File: src/rtl/gpio_pkg.sv
package gpio_pkg;
   typedef struct packed {
      logic rsv7;
      logic irq_en;
      logic irq_low;
      logic ttl_sel;
      logic rsv3;
      logic open_drn;
      logic pull_en;
      logic out_en;
   } port_cfg_t;

   localparam logic [7:0] CFG_WR_MASK = 8'b0111_0111;

   typedef enum logic [1:0] {
      A_CFG  = 2'd0,
      A_DOUT = 2'd1,
      A_DIN  = 2'd2,
      A_NONE = 2'd3
   } reg_addr_e;
endpackage

File: src/rtl/gpio_sync.sv
module gpio_sync #(
   parameter int W      = 4,
   parameter int STAGES = 2
) (
   input  logic         clk,
   input  logic         rst_n,
   input  logic [W-1:0] d,
   output logic [W-1:0] q
);
   logic [W-1:0] stg [STAGES];

   generate
      for (genvar s = 0; s < STAGES; s++) begin : g_stage
         if (s == 0) begin : g_first
            always_ff @(posedge clk or negedge rst_n)
               if (!rst_n) stg[0] <= '0;
               else        stg[0] <= d;
         end else begin : g_next
            always_ff @(posedge clk or negedge rst_n)
               if (!rst_n) stg[s] <= '0;
               else        stg[s] <= stg[s-1];
         end
      end
   endgenerate

   assign q = stg[STAGES-1];
endmodule

File: src/rtl/gpio_drive.sv
module gpio_drive #(
   parameter int NPINS = 4
) (
   input  logic             out_en,
   input  logic             open_drn,
   input  logic             pull_en,
   input  logic [NPINS-1:0] dout,
   output logic [NPINS-1:0] pin_oe,
   output logic [NPINS-1:0] pin_out,
   output logic [NPINS-1:0] pin_pullup
);
   generate
      for (genvar i = 0; i < NPINS; i++) begin : g_pin
         always_comb begin
            if (!out_en) begin
               pin_oe[i]  = 1'b0;
               pin_out[i] = open_drn ? 1'b0 : dout[i];
            end else if (open_drn) begin
               pin_oe[i]  = ~dout[i];
               pin_out[i] = 1'b0;
            end else begin
               pin_oe[i]  = 1'b1;
               pin_out[i] = dout[i];
            end
         end
         assign pin_pullup[i] = pull_en;
      end
   endgenerate
endmodule

File: src/rtl/gpio_irq.sv
module gpio_irq #(
   parameter int NPINS = 4
) (
   input  logic             irq_en,
   input  logic             irq_low,
   input  logic [NPINS-1:0] pins,
   output logic             irq
);
   logic [NPINS-1:0] hit;

   generate
      for (genvar i = 0; i < NPINS; i++) begin : g_hit
         assign hit[i] = irq_low ? ~pins[i] : pins[i];
      end
   endgenerate

   assign irq = irq_en & (|hit);
endmodule

File: src/rtl/gpio_port_ctrl.sv
module gpio_port_ctrl #(
   parameter int NPINS       = 4,
   parameter int SYNC_STAGES = 2,
   parameter int AW          = 2,
   parameter int DW          = 8
) (
   input  logic             clk,
   input  logic             rst_n,
   input  logic [AW-1:0]    bus_addr,
   input  logic             bus_wr,
   input  logic [DW-1:0]    bus_wdata,
   output logic [DW-1:0]    bus_rdata,
   input  logic [NPINS-1:0] pin_in,
   output logic [NPINS-1:0] pin_oe,
   output logic [NPINS-1:0] pin_out,
   output logic [NPINS-1:0] pin_pullup,
   output logic             thresh_sel,
   output logic             irq
);
   import gpio_pkg::*;

   localparam int PAD = DW - NPINS;

   generate
      if (DW != 8) begin : g_bad_dw
         $error("gpio_port_ctrl: DW must be 8");
      end
      if (NPINS < 1 || NPINS > DW) begin : g_bad_npins
         $error("gpio_port_ctrl: NPINS out of range");
      end
      if (SYNC_STAGES < 2) begin : g_bad_sync
         $error("gpio_port_ctrl: SYNC_STAGES must be at least 2");
      end
      if (AW < 2) begin : g_bad_aw
         $error("gpio_port_ctrl: AW must be at least 2");
      end
   endgenerate

   port_cfg_t        cfg_q;
   logic [NPINS-1:0] dout_q;
   logic [NPINS-1:0] pin_sync;

   always_ff @(posedge clk or negedge rst_n) begin
      if (!rst_n) begin
         cfg_q  <= '0;
         dout_q <= '0;
      end else if (bus_wr) begin
         if (bus_addr == AW'(A_CFG))  cfg_q  <= port_cfg_t'(bus_wdata[7:0] & CFG_WR_MASK);
         if (bus_addr == AW'(A_DOUT)) dout_q <= bus_wdata[NPINS-1:0];
      end
   end

   gpio_sync #(.W(NPINS), .STAGES(SYNC_STAGES)) u_sync (
      .clk   (clk),
      .rst_n (rst_n),
      .d     (pin_in),
      .q     (pin_sync)
   );

   gpio_drive #(.NPINS(NPINS)) u_drive (
      .out_en     (cfg_q.out_en),
      .open_drn   (cfg_q.open_drn),
      .pull_en    (cfg_q.pull_en),
      .dout       (dout_q),
      .pin_oe     (pin_oe),
      .pin_out    (pin_out),
      .pin_pullup (pin_pullup)
   );

   gpio_irq #(.NPINS(NPINS)) u_irq (
      .irq_en  (cfg_q.irq_en),
      .irq_low (cfg_q.irq_low),
      .pins    (pin_sync),
      .irq     (irq)
   );

   assign thresh_sel = cfg_q.ttl_sel;

   logic [DW-1:0] dout_ext, din_ext;
   generate
      if (PAD > 0) begin : g_pad
         assign dout_ext = {{PAD{1'b0}}, dout_q};
         assign din_ext  = {{PAD{1'b0}}, pin_sync};
      end else begin : g_nopad
         assign dout_ext = dout_q;
         assign din_ext  = pin_sync;
      end
   endgenerate

   always_comb begin
      case (bus_addr)
         AW'(A_CFG):  bus_rdata = cfg_q;
         AW'(A_DOUT): bus_rdata = dout_ext;
         AW'(A_DIN):  bus_rdata = din_ext;
         default:     bus_rdata = '0;
      endcase
   end
endmodule

File: config.mk
export PLATFORM = sky130hd
export DESIGN_NAME = gpio_port_ctrl
export DESIGN_NICKNAME = d
export VERILOG_FILES = /design/src/rtl/gpio_pkg.sv /design/src/rtl/gpio_sync.sv /design/src/rtl/gpio_drive.sv /design/src/rtl/gpio_irq.sv /design/src/rtl/gpio_port_ctrl.sv
export SDC_FILE = /design/constraint.sdc
export NUM_CORES = 1
export LEC_CHECK = 0
export BUFFER_PORTS_ARGS = -buffer_cell sky130_fd_sc_hd__buf_2
export CAP_MARGIN = 20
export CORE_MARGIN = 2
export CORE_UTILIZATION = 48
export DETAILED_ROUTE_END_ITERATION = 8
export PLACE_DENSITY = 0.82
export SYNTH_ARGS = -nofsm -noshare
export SYNTH_HDL_FRONTEND = slang
export SYNTH_SLANG_ARGS = --single-unit
File: constraint.sdc
create_clock -name clk -period 2 [get_ports clk]
set_clock_uncertainty 0.2 [all_clocks]
set_input_delay 0.2 -clock clk [delete_from_list [all_inputs] [get_ports clk]]
set_output_delay 0.2 -clock clk [all_outputs]
set_load 0.01 [all_outputs]
Word-level counts from Yosys, hierarchy flattened
Cells that the tools add are included.
{ "totals": {"ff_bits": 18, "in_bits": 17, "out_inout_bits": 22, "wordCells": 41} }
{ "classes": {"eq_ne": 2, "mux": 17, "bitwise_logic": 9, "n_reduce_logical": 4} }
{ "op_table": {"columns": ["cell", "count"], "rows": [
  ["7-bit case mux with 3 select lines", 1],
  ["1-bit two-way mux", 16],
  ["1-bit inverter", 8],
  ["2-bit AND reduction", 2],
  ["4-bit OR reduction", 1],
  ["2-bit by 1-bit equality test with 1-bit output (second input constant)", 1],
  ["2-bit equality test (second input constant)", 1],
  ["2-bit zero test", 1],
  ["1-bit bitwise AND", 1]
]} }

Depth between registers and ports, before layout
{ "depth": {"depth_word": 4, "mapped_depth": 5, "mapped_depth_nobuf": 3} }

Modules after synthesis
Synthesis repeated with hierarchy kept, for this count alone.
{ "hier_totals": {"hier_cells": 68, "area_unflattened_um2": 860.8} }
{ "by_module_without_submodules": {"columns": ["mod", "instances", "cells_per_inst", "area_each_um2", "seq_area_each_um2"], "rows": [
  ["gpio_port_ctrl", 1, 39, 513.0, 250.2],
  ["gpio_sync", 1, 12, 230.2, 200.2],
  ["gpio_drive", 1, 12, 85.1, 0.0],
  ["gpio_irq", 1, 5, 32.5, 0.0]
]} }

Worst setup path after synthesis
No wires, ideal clock.
{ "synth_path": {"path_type": "in2reg", "startpoint": "input port bus_addr[0]", "endpoint": "register cfg_q[0] (netlist name)", "setup_time_ns": 0.125, "t_arrival_ns": 0.999, "required_time_ns": 1.675, "setup_slack_ns": 0.676, "stages": 5, "n_path_buf": 2, "cell_sequence": "buf_4 nor2_2 and2_4 buf_6 mux2_4"} }
{ "synth_between": {"elab_chain_cells": 2} }
{ "synth_lines": {"columns": ["item", "line_no", "text"], "rows": [
  ["start: declaration", "gpio_port_ctrl.sv:9", "input logic [AW-1:0] bus_addr,"],
  ["2-bit zero test", "gpio_port_ctrl.sv:48", "if (bus_addr == AW'(A_CFG)) cfg_q <= port_cfg_t'(bus_wdata[7:0] & CFG_WR_MASK);"],
  ["2-bit AND reduction (no line)", null, null],
  ["end signal: assignment", "gpio_port_ctrl.sv:48", null],
  ["end: declaration", "gpio_port_ctrl.sv:39", "port_cfg_t cfg_q;"]
]} }
Every way passes these cells.
A chain may end at the register's enable or synchronous reset.

Worst setup path in the final report
{ "layout_path": {"startpoint": "register cfg_q[2] (netlist name)", "endpoint": "output port bus_rdata[2]"} }
{ "layout_between": {"elab_chain_cells": 1} }
{ "layout_lines": {"columns": ["item", "line_no", "text"], "rows": [
  ["7-bit case mux with 3 select lines", "gpio_port_ctrl.sv:91", "case (bus_addr)"],
  ["end: declaration", "gpio_port_ctrl.sv:12", "output logic [DW-1:0] bus_rdata,"]
]} }
Every way passes these cells.

==> summary.md <==
| Metric | Value |
|---|---|
| Crit end category | `primary output` |
| Reg power frac | `0.492` |
| # setup viols final | `0` |
| Critical Path, Cell by Cell | `mux2i_1, o21ai_0, buf_2` |
| CP bufs+invs | `1` |
| Yosys warnings | `0` |
| Final WL | `1.68 mm` |
| Clock-pin slew on the worst setup and hold paths | `approximately 100 ps` |
| Post-DP HPWL | `between 1 and 1.5 mm` |
| Starting density of the core | `0.500` |
| Simple-Gate Fraction of Synth Area | `0.124` |
| Clock tree root driver cell | `clkbuf_4` |
| Critical Path RT | `approximately 1600 ps` |
| Final Max Slew Viols | `0` |
| Placer Congestion | `about 0.72` |
| Die width | `about 46 um` |
| Worst stage delay on the critical path | `approximately 510 ps` |
| CP max-delay cell | `dfrtp_1` |
| DR iter-0 viols | `8` |
| Synthesized flop and latch total | `18` |
| Worst Setup Start Kind | `flop` |
| Ratio of cells with drive above 1 in the final layout | `0.460` |
| Num Clock Sinks | `18` |
| # Max-Cap Violations | `0` |
| Total CTS buffers | `3` |
| Comb power frac | `0.280` |
| First-pass DRT Iterations | `4` |
| Status | `completed` |
| Antenna violations before repair | `0` |
| Post-Syn Instances | `68` |
| GR Overflow Total | `0` |
| Arr. time, crit path | `approximately 1200 ps` |
| Row count | `15` |
| P per Cell Area | `813 nW/um^2` |
| N_diodes | `0` |
| Die Y | `~46 um` |
| Clock Power Share | `0.228` |
| Unrepaired setup endpoints after global routing | `false` |
| Compound-cell area share of the yosys netlist | `0.0756` |
| CTS tree | `built` |
| Latest clock arrival within the worst-skew pair | `between 200 and 300 ps` |
| Switching share of power | `0.283` |
| Post_cts resized | `0` |
| Number of synthesized flops with an enable pin | `0` |
| Global routing's busiest layer | `met2` |
| CTS H-tree depth | `1` |
| Routed WL per cell | `around 13 um` |
| Final std cells w/o fill | `130` |
| Sw Pwr | `around 260 uW` |
| Main combinational cell family by area after synthesis | `multiplexers` |
| M3 GR Usage | `0.0357` |
| Nets | `between 100 and 150` |
| P_int | `approximately 670 uW` |
| Antenna viol nets, final | `0` |
| Syn Nets | `85` |
| Number of global-route vias before repair | `594` |
| Fin Setup TNS | `0 ps` |
| Vias per cell | `4.85` |
| Final period util | `0.802` |
| Worst min path class | `reg -> reg` |
| Crit path max-delay family | `flip-flops` |
| Global-route wire length before repair | `about 2.5 mm` |
| P_leak | `between 0.0005 and 0.0006 uW` |
| Top_reg_cell synth | `dfrtp_1` |
| Syn-to-layout area delta | `35.7%` |
| Fmax | `624 MHz` |
| Met2 Use GR | `0.311` |
| Crit path max fanout | `10` |
| Multiplexer share of the synthesized area | `0.196` |
| Largest net degree at the start of global routing | `19` |
| Met1 Usage GRT | `0.200` |
| Power, Total | `931 uW` |
| XOR/XNOR share of the synthesized area | `0` |
| Core area | `around 1700 um^2` |
| Detailed-route DRC error count | `0` |
| Critical path class | `reg -> out` |
| I/O pin count | `39` |
| Cell variety after synth | `20` |
| Global Route Usage Sum | `0.174` |
| Number of I/O port buffers | `36` |
| Adder-Cell Fraction of Synth Area | `0` |
| Syn avg cell area | `approximately 12 um^2` |
| Peak VDD IR | `between 500 and 600 uV` |
| Mapped cell area | `between 800 and 900 um^2` |
| Filler Cells Inserted | `roughly 130` |
| Hold Vio Cnt, Final | `0` |
| Placed insts | `~110` |
| Die area | `approximately 2100 um^2` |
| Min cycle time layout | `1600 ps` |
| Vias | `~630` |
| Clock tree buffer depth | `2` |
| Async SR Flop Fraction | `1.00` |
| Seq/Total Area, Yosys | `0.533` |
## timing repair
| action | 4_1_cts | 5_1_grt |
|---|---|---|
| hold buffers | 12 | 0 |
| hold endpoints to repair | 32 | 0 |
| buffers inserted | 0 | 0 |
## metal layers
layer | part of all wire | vias to the layer above
li1 | - | 315
met1 | 0.42 | 285
met2 | 0.52 | 29
met3 | 0.049 | 2
met4 | 0.0071 | 0
met5 | 0 | -
## registers in the layout (all words and copies together), names as in the netlist
| signal | flops |
|---|---|
| cfg_q | 5 |
| u_sync.q | 4 |
| thresh_sel | 1 |
| dout_q | 4 |
| u_sync.stg | 4 |
## path summary, 6_finish.rpt
check / startpoint / to / cells after the start / slack (ps)
worst max-delay path: cfg_q[2] / bus_rdata[2] / 3 / 400
worst min-delay path: u_sync.stg[4] / u_sync.q[0] / 0 / 160
worst max register to register: cfg_q[2] / cfg_q[2] / 1 / 910
worst min register to register: u_sync.stg[4] / u_sync.q[0] / 0 / 160
max in group asynchronous: rst_n / u_sync.stg[5] / 2 / 1140
min in group asynchronous: rst_n / thresh_sel / 2 / 170
## cells in the final DEF, fill, tap and decap left out
cell type	instances
a21boi_0	4
a21oi_1	1
a22o_1	1
and2_1	3
and2_4	1
and2b_1	1
buf_2	36
clkbuf_4	3
clkbuf_8	1
conb_1	1
dfrtp_1	18
dlygate4sd3_1	12
mux2_2	4
mux2_4	6
mux2i_1	3
nand2_1	5
nand3_1	1
nor2_1	1
nor2_2	1
nor2b_1	5
nor3_1	1
o21ai_0	4
## area by class of cell
class	count	area, um^2	area share
sequential	18	450	0.393
multi-input combinational	43	338	0.295
timing repair buffer	48	300	0.262
clock buffer	4	36.3	0.0317
tap	17	21.3	0.0186
## through the flow
stage          instance area (um^2)  hold slack, ps   util  setup slack (ps)
2_1_floorplan                   845            -296      -               676
3_3_place_gp                    990           -62.4  0.586               626
3_5_place_dp                    990           -50.8  0.586               619
4_1_cts                        1150             157  0.679               378
5_1_grt                        1150             178  0.679               302
6_report                       1150             155  0.679               397
## synth_stat cells, drive strengths merged, types with 2 or more instances
library cell	n	area [um^2]
dfrtp	18	450
mux2	10	135
buf	7	56.3
nand2	5	18.8
nor2b	5	31.3
a21boi	4	30.0
and2	4	27.5
o21ai	4	20.0
mux2i	3	30.0
nor2	2	10.0
## cell families (layout without fill, tap and decap cells)
logic type,count (synthesis),after routing
DFF,18,18
AOI/OAI and AO/OA,10,10
buffers and inverters,7,52
muxes,13,13
other,1,1
and+or+nand+nor,19,19
## power groups by stage
stage          clock (uW)  sequential [uW]  combinational [uW]
3_5_place_dp            0              466                 243
4_1_cts               219              458                 263
3_3_place_gp            0              462                 239
2_1_floorplan           0              453                 169
6_report              212              458                 261
5_1_grt               240              466                 286
No activity file was read; power rests on OpenSTA's default activity.
